File: src/rtl/fpDivPkg.sv
package fpDivPkg;
  localparam int EXP_W  = 8;
  localparam int FRAC_W = 23;
  localparam int MANT_W = FRAC_W + 1;
  localparam int CAUSE_W = 6;
  localparam int CI = 0;  // inexact
  localparam int CU = 1;  // underflow
  localparam int CO = 2;  // overflow
  localparam int CZ = 3;  // divide by zero
  localparam int CV = 4;  // invalid
  localparam int CE = 5;  // unimplemented
  localparam logic [31:0] DEFAULT_NAN = 32'h7FBF_FFFF;

  typedef enum logic [2:0] {
    CLS_SNAN, CLS_QNAN, CLS_NORM, CLS_INF, CLS_ZERO, CLS_DENORM
  } opClass_t;

  typedef struct packed {
    logic load;
    logic step;
    logic finish;
  } dpStrobe_t;

  function automatic opClass_t classify(input logic [31:0] x);
    if (x[30:23] == '1) begin
      if (x[22:0] == '0) return CLS_INF;
      return x[22] ? CLS_SNAN : CLS_QNAN;
    end
    if (x[30:23] == '0) return (x[22:0] == '0) ? CLS_ZERO : CLS_DENORM;
    return CLS_NORM;
  endfunction
endpackage

File: src/rtl/fpDivCtrl.sv
module fpDivCtrl
  import fpDivPkg::*;
#(
  parameter int ITER = 13
) (
  input  logic      clk,
  input  logic      rstN,
  input  logic      start,
  output logic      busy,
  output logic      valid,
  output dpStrobe_t strobe
);
  localparam int CW = $clog2(ITER + 1);

  logic [CW-1:0] cnt;
  logic busyQ, validQ;

  always_comb begin
    strobe.load   = start & ~busyQ;
    strobe.step   = busyQ & (cnt != '0);
    strobe.finish = busyQ & (cnt == '0);
  end

  always_ff @(posedge clk or negedge rstN) begin
    if (!rstN) begin
      cnt    <= '0;
      busyQ  <= 1'b0;
      validQ <= 1'b0;
    end else begin
      validQ <= strobe.finish;
      if (strobe.load) begin
        cnt   <= CW'(ITER);
        busyQ <= 1'b1;
      end else if (strobe.step) begin
        cnt <= cnt - 1'b1;
      end else if (strobe.finish) begin
        busyQ <= 1'b0;
      end
    end
  end

  assign busy  = busyQ;
  assign valid = validQ;

  // completion is a single-cycle pulse
  a_r1_single_pulse: assert property (@(posedge clk) disable iff (!rstN)
    validQ |=> !validQ);
  // the unit is idle when it reports completion
  a_r1_idle_at_valid: assert property (@(posedge clk) disable iff (!rstN)
    validQ |-> !busyQ);
  // a busy unit never accepts a new load
  a_r1_no_reload: assert property (@(posedge clk) disable iff (!rstN)
    busyQ && strobe.step |=> busyQ);
endmodule

File: src/rtl/fpDivPath.sv
module fpDivPath
  import fpDivPkg::*;
#(
  parameter int BPS = 2
) (
  input  logic              clk,
  input  logic              rstN,
  input  dpStrobe_t         strobe,
  input  logic [31:0]       dividend,
  input  logic [31:0]       divisor,
  input  logic [4:0]        trapEnable,
  output logic [31:0]       quotient,
  output logic [CAUSE_W-1:0] cause,
  output logic [4:0]        flags,
  output logic              trapReq,
  output logic              writeEn
);
  localparam int QW = MANT_W + 2;
  localparam int RW = MANT_W + 1;

  logic [31:0] aQ, bQ, resultQ;
  logic [4:0]  enQ, flagsQ;
  logic [CAUSE_W-1:0] causeQ;
  logic [RW-1:0] remQ, remN, dvs;
  logic [QW-1:0] quoQ, quoN;
  logic stepGe;
  logic trapQ, weQ;

  // iteration: BPS restoring steps per cycle
  assign dvs = {1'b0, 1'b1, bQ[FRAC_W-1:0]};
  always_comb begin
    remN = remQ;
    quoN = quoQ;
    stepGe = 1'b0;
    for (int i = 0; i < BPS; i++) begin
      stepGe = (remN >= dvs);
      quoN = {quoN[QW-2:0], stepGe};
      if (stepGe) remN = remN - dvs;
      remN = {remN[RW-2:0], 1'b0};
    end
  end

  // rounding of the finished quotient
  opClass_t ca, cb;
  logic sgn, hi, guard, sticky, inc, carry;
  logic [MANT_W-1:0] mant;
  logic [MANT_W:0]   mantR;
  logic signed [9:0] expPre, expR;
  logic [CAUSE_W-1:0] causeN;
  logic [31:0] resN;
  logic trapN;

  always_comb begin
    ca     = classify(aQ);
    cb     = classify(bQ);
    sgn    = aQ[31] ^ bQ[31];
    hi     = quoQ[QW-1];
    mant   = hi ? quoQ[QW-1:2] : quoQ[QW-2:1];
    guard  = hi ? quoQ[1] : quoQ[0];
    sticky = (hi & quoQ[0]) | (|remQ);
    inc    = guard & (sticky | mant[0]);
    mantR  = {1'b0, mant} + {{MANT_W{1'b0}}, inc};
    carry  = mantR[MANT_W];
    expPre = $signed({2'b00, aQ[30:23]}) - $signed({2'b00, bQ[30:23]})
             + (hi ? 10'sd127 : 10'sd126);
    expR   = expPre + (carry ? 10'sd1 : 10'sd0);
  end

  // special-pair priority and exception resolution
  always_comb begin
    resN   = '0;
    causeN = '0;
    if (ca == CLS_SNAN || cb == CLS_SNAN) begin
      causeN[CV] = 1'b1;
      resN = DEFAULT_NAN;
    end else if (ca == CLS_QNAN || cb == CLS_QNAN) begin
      resN = DEFAULT_NAN;
    end else if (ca == CLS_DENORM || cb == CLS_DENORM) begin
      causeN[CE] = 1'b1;
    end else if ((ca == CLS_ZERO && cb == CLS_ZERO) || (ca == CLS_INF && cb == CLS_INF)) begin
      causeN[CV] = 1'b1;
      resN = DEFAULT_NAN;
    end else if (ca == CLS_INF) begin
      resN = {sgn, 8'hFF, 23'd0};
    end else if (ca == CLS_ZERO || cb == CLS_INF) begin
      resN = {sgn, 31'd0};
    end else if (cb == CLS_ZERO) begin
      causeN[CZ] = 1'b1;
      resN = {sgn, 8'hFF, 23'd0};
    end else if (expR >= 10'sd255) begin
      causeN[CO] = 1'b1;
      causeN[CI] = 1'b1;
      resN = {sgn, 8'hFF, 23'd0};
    end else if (expR <= 10'sd0) begin
      causeN[CU] = 1'b1;
      causeN[CI] = 1'b1;
      resN = {sgn, 31'd0};
    end else begin
      causeN[CI] = guard | sticky;
      resN = {sgn, expR[7:0], carry ? 23'd0 : mantR[FRAC_W-1:0]};
    end
    trapN = (|(causeN[4:0] & enQ)) | causeN[CE] | enQ[CI];
  end

  always_ff @(posedge clk or negedge rstN) begin
    if (!rstN) begin
      aQ <= '0; bQ <= '0; enQ <= '0;
      remQ <= '0; quoQ <= '0;
      resultQ <= '0; causeQ <= '0; flagsQ <= '0;
      trapQ <= 1'b0; weQ <= 1'b0;
    end else begin
      trapQ <= strobe.finish & trapN;
      weQ   <= strobe.finish & ~trapN;
      if (strobe.load) begin
        aQ     <= dividend;
        bQ     <= divisor;
        enQ    <= trapEnable;
        remQ   <= {1'b0, 1'b1, dividend[FRAC_W-1:0]};
        quoQ   <= '0;
        causeQ <= '0;
      end else if (strobe.step) begin
        remQ <= remN;
        quoQ <= quoN;
      end else if (strobe.finish) begin
        resultQ <= resN;
        causeQ  <= causeN;
        flagsQ  <= flagsQ | causeN[4:0];
      end
    end
  end

  assign quotient = resultQ;
  assign cause    = causeQ;
  assign flags    = flagsQ;
  assign trapReq  = trapQ;
  assign writeEn  = weQ;

  // sticky flags never lose a set bit
  a_r11_sticky_keep: assert property (@(posedge clk) disable iff (!rstN)
    (flagsQ & $past(flagsQ)) == $past(flagsQ));
  // inexact enable forces a trap on every completion
  a_r10_inexact_trap: assert property (@(posedge clk) disable iff (!rstN)
    strobe.finish && enQ[CI] |=> trapQ && !weQ);
  // cause is cleared during the iteration
  a_r2_cause_idle: assert property (@(posedge clk) disable iff (!rstN)
    strobe.step |-> causeQ == '0);
endmodule

File: src/rtl/fpDivUnit.sv
module fpDivUnit
  import fpDivPkg::*;
#(
  parameter int BPS = 2
) (
  input  logic        clk,
  input  logic        rstN,
  input  logic        start,
  input  logic [31:0] dividend,
  input  logic [31:0] divisor,
  input  logic [4:0]  trapEnable,
  output logic        busy,
  output logic        valid,
  output logic [31:0] quotient,
  output logic [5:0]  cause,
  output logic [4:0]  flags,
  output logic        trapReq,
  output logic        writeEn
);
  localparam int ITER = (MANT_W + 2) / BPS;

  dpStrobe_t strobe;

  fpDivCtrl #(.ITER(ITER)) uCtrl (
    .clk(clk), .rstN(rstN), .start(start),
    .busy(busy), .valid(valid), .strobe(strobe)
  );

  fpDivPath #(.BPS(BPS)) uPath (
    .clk(clk), .rstN(rstN), .strobe(strobe),
    .dividend(dividend), .divisor(divisor), .trapEnable(trapEnable),
    .quotient(quotient), .cause(cause), .flags(flags),
    .trapReq(trapReq), .writeEn(writeEn)
  );

  // no write on a trapped or non-completing cycle
  a_r11_write_gate: assert property (@(posedge clk) disable iff (!rstN)
    writeEn |-> valid && !trapReq);
  // outcome strobes only with completion
  a_r10_trap_with_valid: assert property (@(posedge clk) disable iff (!rstN)
    trapReq |-> valid);
  // unimplemented operation always traps
  a_r5_denorm_trap: assert property (@(posedge clk) disable iff (!rstN)
    valid && cause[CE] |-> trapReq && !writeEn);
  // cause reads zero once an operation is under way
  a_r2_cause_clear: assert property (@(posedge clk) disable iff (!rstN)
    $rose(busy) |-> cause == '0);
endmodule

File: config.mk
export PLATFORM = sky130hd
export DESIGN_NAME = fpDivUnit
export DESIGN_NICKNAME = d
export VERILOG_FILES = /design/src/rtl/fpDivPkg.sv /design/src/rtl/fpDivCtrl.sv /design/src/rtl/fpDivPath.sv /design/src/rtl/fpDivUnit.sv
export SDC_FILE = /design/constraint.sdc
export NUM_CORES = 1
export LEC_CHECK = 0
export ABC_AREA = 1
export BUFFER_PORTS_ARGS = -buffer_cell sky130_fd_sc_hd__buf_2
export CAP_MARGIN = 20
export CORE_ASPECT_RATIO = 0.8
export CORE_MARGIN = 2
export CORE_UTILIZATION = 23
export DETAILED_ROUTE_END_ITERATION = 7
export REMOVE_ABC_BUFFERS = 1
export SETUP_SLACK_MARGIN = 0.15
export SYNTH_ARGS = -nofsm -noshare
export SYNTH_HDL_FRONTEND = slang
export SYNTH_HIERARCHICAL = 1
export SYNTH_SLANG_ARGS = --single-unit
File: constraint.sdc
create_clock -name clk -period 5.4 [get_ports clk]
set_clock_uncertainty 0.1 [all_clocks]
set_input_delay 0.54 -clock clk [delete_from_list [all_inputs] [get_ports clk]]
set_output_delay 0.54 -clock clk [all_outputs]
set_load 0.01 [all_outputs]
==> summary.md <==
| Metric | Value |
|---|---|
| Port Buf Inserts | 118 |
| Synth top area cells | dfrtp_1 (35%), nand2_1 (18%), inv_1 (7.0%) |
| Sink Count | 171 |
| Status | complete, no violations |
| Final WL | 40.0 mm |
| Post-layout min period | 4830 ps |
| Most common cell in the netlist | nand2_1 |
| Crit-path cells | inv_1 -> ha_1 -> a21oi_1 -> nand3_1 -> nand2_1 -> nand2_1 -> nand3_1 -> nand3_4 -> inv_8 -> o21ai_0 -> ha_1 -> nand2_1 -> nor2_1 -> nand3_1 -> nor4_1 -> nand4_1 -> nand4_1 -> nand3_4 -> nand2_8 -> nand2_4 -> nand2_1 -> nand2_1 -> nand3_1 |
| Most Used Layer, Global Route | met1 |
| Delay-heaviest family, CP | simple AND/OR/NAND/NOR gates |
| Htree depth | 4 |
| Root Buffer | clkbuf_16 |
| Setup crit end kind | flop |
| Buf/Inv on CP | 2 |
| Peak Freq | 207 MHz |
| Slew Viols, Final | 0 |
| Xor and xnor area share after synthesis | 3.92% |
| Share of the synthesized area in the top cell type | 34.8% |
| Post-synth ARST share | 100% |
| Setup CP Type | reg -> reg |
| Critical Path RT | 5690 ps |
| Clock tree buffer depth | 2 |
| Post-Synthesis Cells | 1775 |
| Fillers | 5758 |
| Final #Nets | 2013 |
| Share of layout cells above drive strength 1 | 11.6% |
| CTS Buf Count | 17 |
| Mux contribution to synthesized area | 0% |
| Most frequent CP cell | nand2_1 |
| CP peak stage delay | 380 ps |
| Largest net degree at the start of global routing | 152 |
| Grt met3 use | 3.75% |
| Die Width | 262 microns |
| Crit start category | flop |
| Yosys reg bits | 171 |
| Yosys warns | 6 |
| EDFF count, synth | 0 |
| Layout area overhead | 16.6% |
| Initial antenna violation count | 9 |
| Routability cong. | 0.931 |
| Clk_lat worst skew | 460 ps |
| # setup viols final | 0 |
| Pre-antenna DRT Iters | 5 |
| Netlist Area Pre-Place | 12300 sq um |
| Drt wl/cell | 15.5 microns |
| Main flop type after synthesis | dfrtp_1 |
| Largest family of logic cells by synthesized area | simple AND/OR/NAND/NOR gates |
| Congestion Overflow GR | 0 |
| Complex-gate fraction of the synthesized area | 12.3% |
| Post-Synth Simple-Gate Area | 32.9% |
| IO Pins | 119 |
| RSZ-0062 raised after global routing | true |
| Hold Crit Class | in -> reg |
| Vias | 11900 |
| Yosys top cell by area | dfrtp_1 |
| GRT met1 Usage | 21.7% |
| CTS clk-pin slew, worst paths | 80 ps |
| Worst Tran Pin Value | 990 ps |
| Most frequent cells after synthesis | nand2_1 (593), inv_1 (230), dfrtp_1 (171), o21ai_0 (128), nand3_1 (111) |
| Mapped Avg Cell Area | 6.93 sq um |
| CP Data Arrival Time | 5120 ps |
| Via density per instance | 4.58 |
| Die height | 211 microns |
| Cell Rows | 75 |
| # DRC | 0 |
| Maximum capacitance violations | 0 |
| CTS tree | built |
| Slowest CP cell | ha_1 |
| Final hold viol count | 0 |
| Post-route ant nets | 0 |
| Slew HR | 34.0% |
| Adder-Cell Fraction of Synth Area | 6.45% |
| Global-route wire length before repair | 64.1 mm |
| Dpl hpwl | 30.9 mm |
| Vias in the first global route | 11500 |
| GRT Resource Usage Total | 14.7% |
| Area of the core | 52600 sq um |
| Crit Path Max Fanout | 25 |
| Final Cycle Share | 89.5% |
| Post-synth cell types | 50 |
| Starting DRT DRC Count | 1153 |
| GR Layer Usage met2 | 21.1% |
| Initial core utilization | 23.4% |
| Sequential area share after synthesis | 34.8% |
| Total negative slack | 0 ps |
| Die Footprint | 55300 sq um |
-- layout make-up --
class                           count  area, sq um  share of cell area [%]
Inverter                          237          897                    6.26
Tap cell                          693          867                    6.05
Clock buffer                       18          439                    3.06
Clock inverter                     14          176                    1.23
Sequential cell                   171         4280                    29.9
Timing Repair Buffer              137          791                    5.52
Antenna cell                        4         10.0                  0.0698
Multi-Input combinational cell   1316         6870                    48.0
-- path summary, 6_finish.rpt --
| kind | startpoint | end | slack (ps) | cells after the start |
|---|---|---|---|---|
| worst min register to register | uPath/flags[3]$_DFFE_PN0P_ | uPath/flags[3]$_DFFE_PN0P_ | 360 | 2 |
| worst min-delay path | divisor[18] | uPath/bQ[18]$_DFFE_PN0P_ | 190 | 3 |
| worst max register to register | uPath/bQ[4]$_DFFE_PN0P_ | uPath/remQ[8]$_DFFE_PN0P_ | 570 | 23 |
| max in group asynchronous | rstN | uPath/quotient[0]$_DFFE_PN0P_ | 3600 | 3 |
| min in group asynchronous | rstN | uPath/bQ[5]$_DFFE_PN0P_ | 390 | 2 |
| worst max-delay path | uPath/bQ[4]$_DFFE_PN0P_ | uPath/remQ[8]$_DFFE_PN0P_ | 570 | 23 |
-- per-layer routing --
layer | vias up | share of wire, % | wire (microns)
li1 | 5947 | - | -
met1 | 5504 | 50 | 20000
met2 | 366 | 40 | 16100
met3 | 47 | 8.3 | 3340
met4 | 8 | 1.3 | 525
met5 | - | 0.13 | 51
-- registers in the layout (all words and copies together) (netlist names) --
signal          cells
uPath/enQ           5
uPath/quoQ         26
uPath/flags         5
uCtrl/busy          1
uPath/remQ         25
uCtrl/valid         1
uPath/cause         6
uPath/bQ           32
uPath/quotient     32
uPath/aQ           32
uPath/trapReq       1
uPath/writeEn       1
uCtrl/cnt           4
-- placed cells by master, fill, tap and decap left out, types with 20 or more instances in the layout --
cell     Yosys  final
xnor2_1     20     20
inv_1      230    230
dfrtp_1    171    171
o21ai_0    128    128
ha_1        57     57
nor3_1      20     20
a21oi_1     61     61
buf_2       10    117
nand4_1     43     43
nand3_1    111    111
o22ai_1     26     26
xor2_1      35     35
nand2_1    593    593
nor2_1      95     93
-- repair_timing --
item	4_1_cts	5_1_grt
resized for setup	0	9
endpoints found under the hold margin	20	0
buffers inserted	0	1
hold buffers	1	0
endpoints found under the setup margin	0	59
-- stage by stage --
stage / cell area (sq um) / setup slack (ps) / hold slack (ps) / instances / utilization [%]
global route: 14300 / 139 / 181 / 2589 / 27.2
finish: 14300 / 569 / 185 / 2590 / 27.2
CTS: 14200 / 184 / 166 / 2583 / 27.0
detailed placement: 13600 / 223 / 305 / 2550 / 25.8
floorplan: 12000 / 504 / 144 / 1723 / -
global placement: 13600 / 231 / 305 / 2550 / 25.8
-- cell families after synthesis --
group                      Yosys count
xor gates and xnor gates            55
AOI/OAI and AO/OA                  271
and+or+nand+nor                    928
buffers and inverters              289
DFF                                171
adders and majority gates           61
-- worst register-to-register path, stage by stage, from the launching register on --
cell and delay, ps:
dfrtp_1 360, inv_1 160, ha_1 320, a21oi_1 230, nand3_1 200, nand2_1 100, nand2_1 130, nand3_1 180
nand3_4 280, inv_8 260, o21ai_0 150, ha_1 380, nand2_1 130, nor2_1 280, nand3_1 110, nor4_1 210
nand4_1 110, nand4_1 150, nand3_4 200, nand2_8 220, nand2_4 190, nand2_1 110, nand2_1 110, nand3_1 90
Power is left out: the tool's default activity adds up to more than one toggle a clock period on the data nets, which glitch-free logic cannot reach.
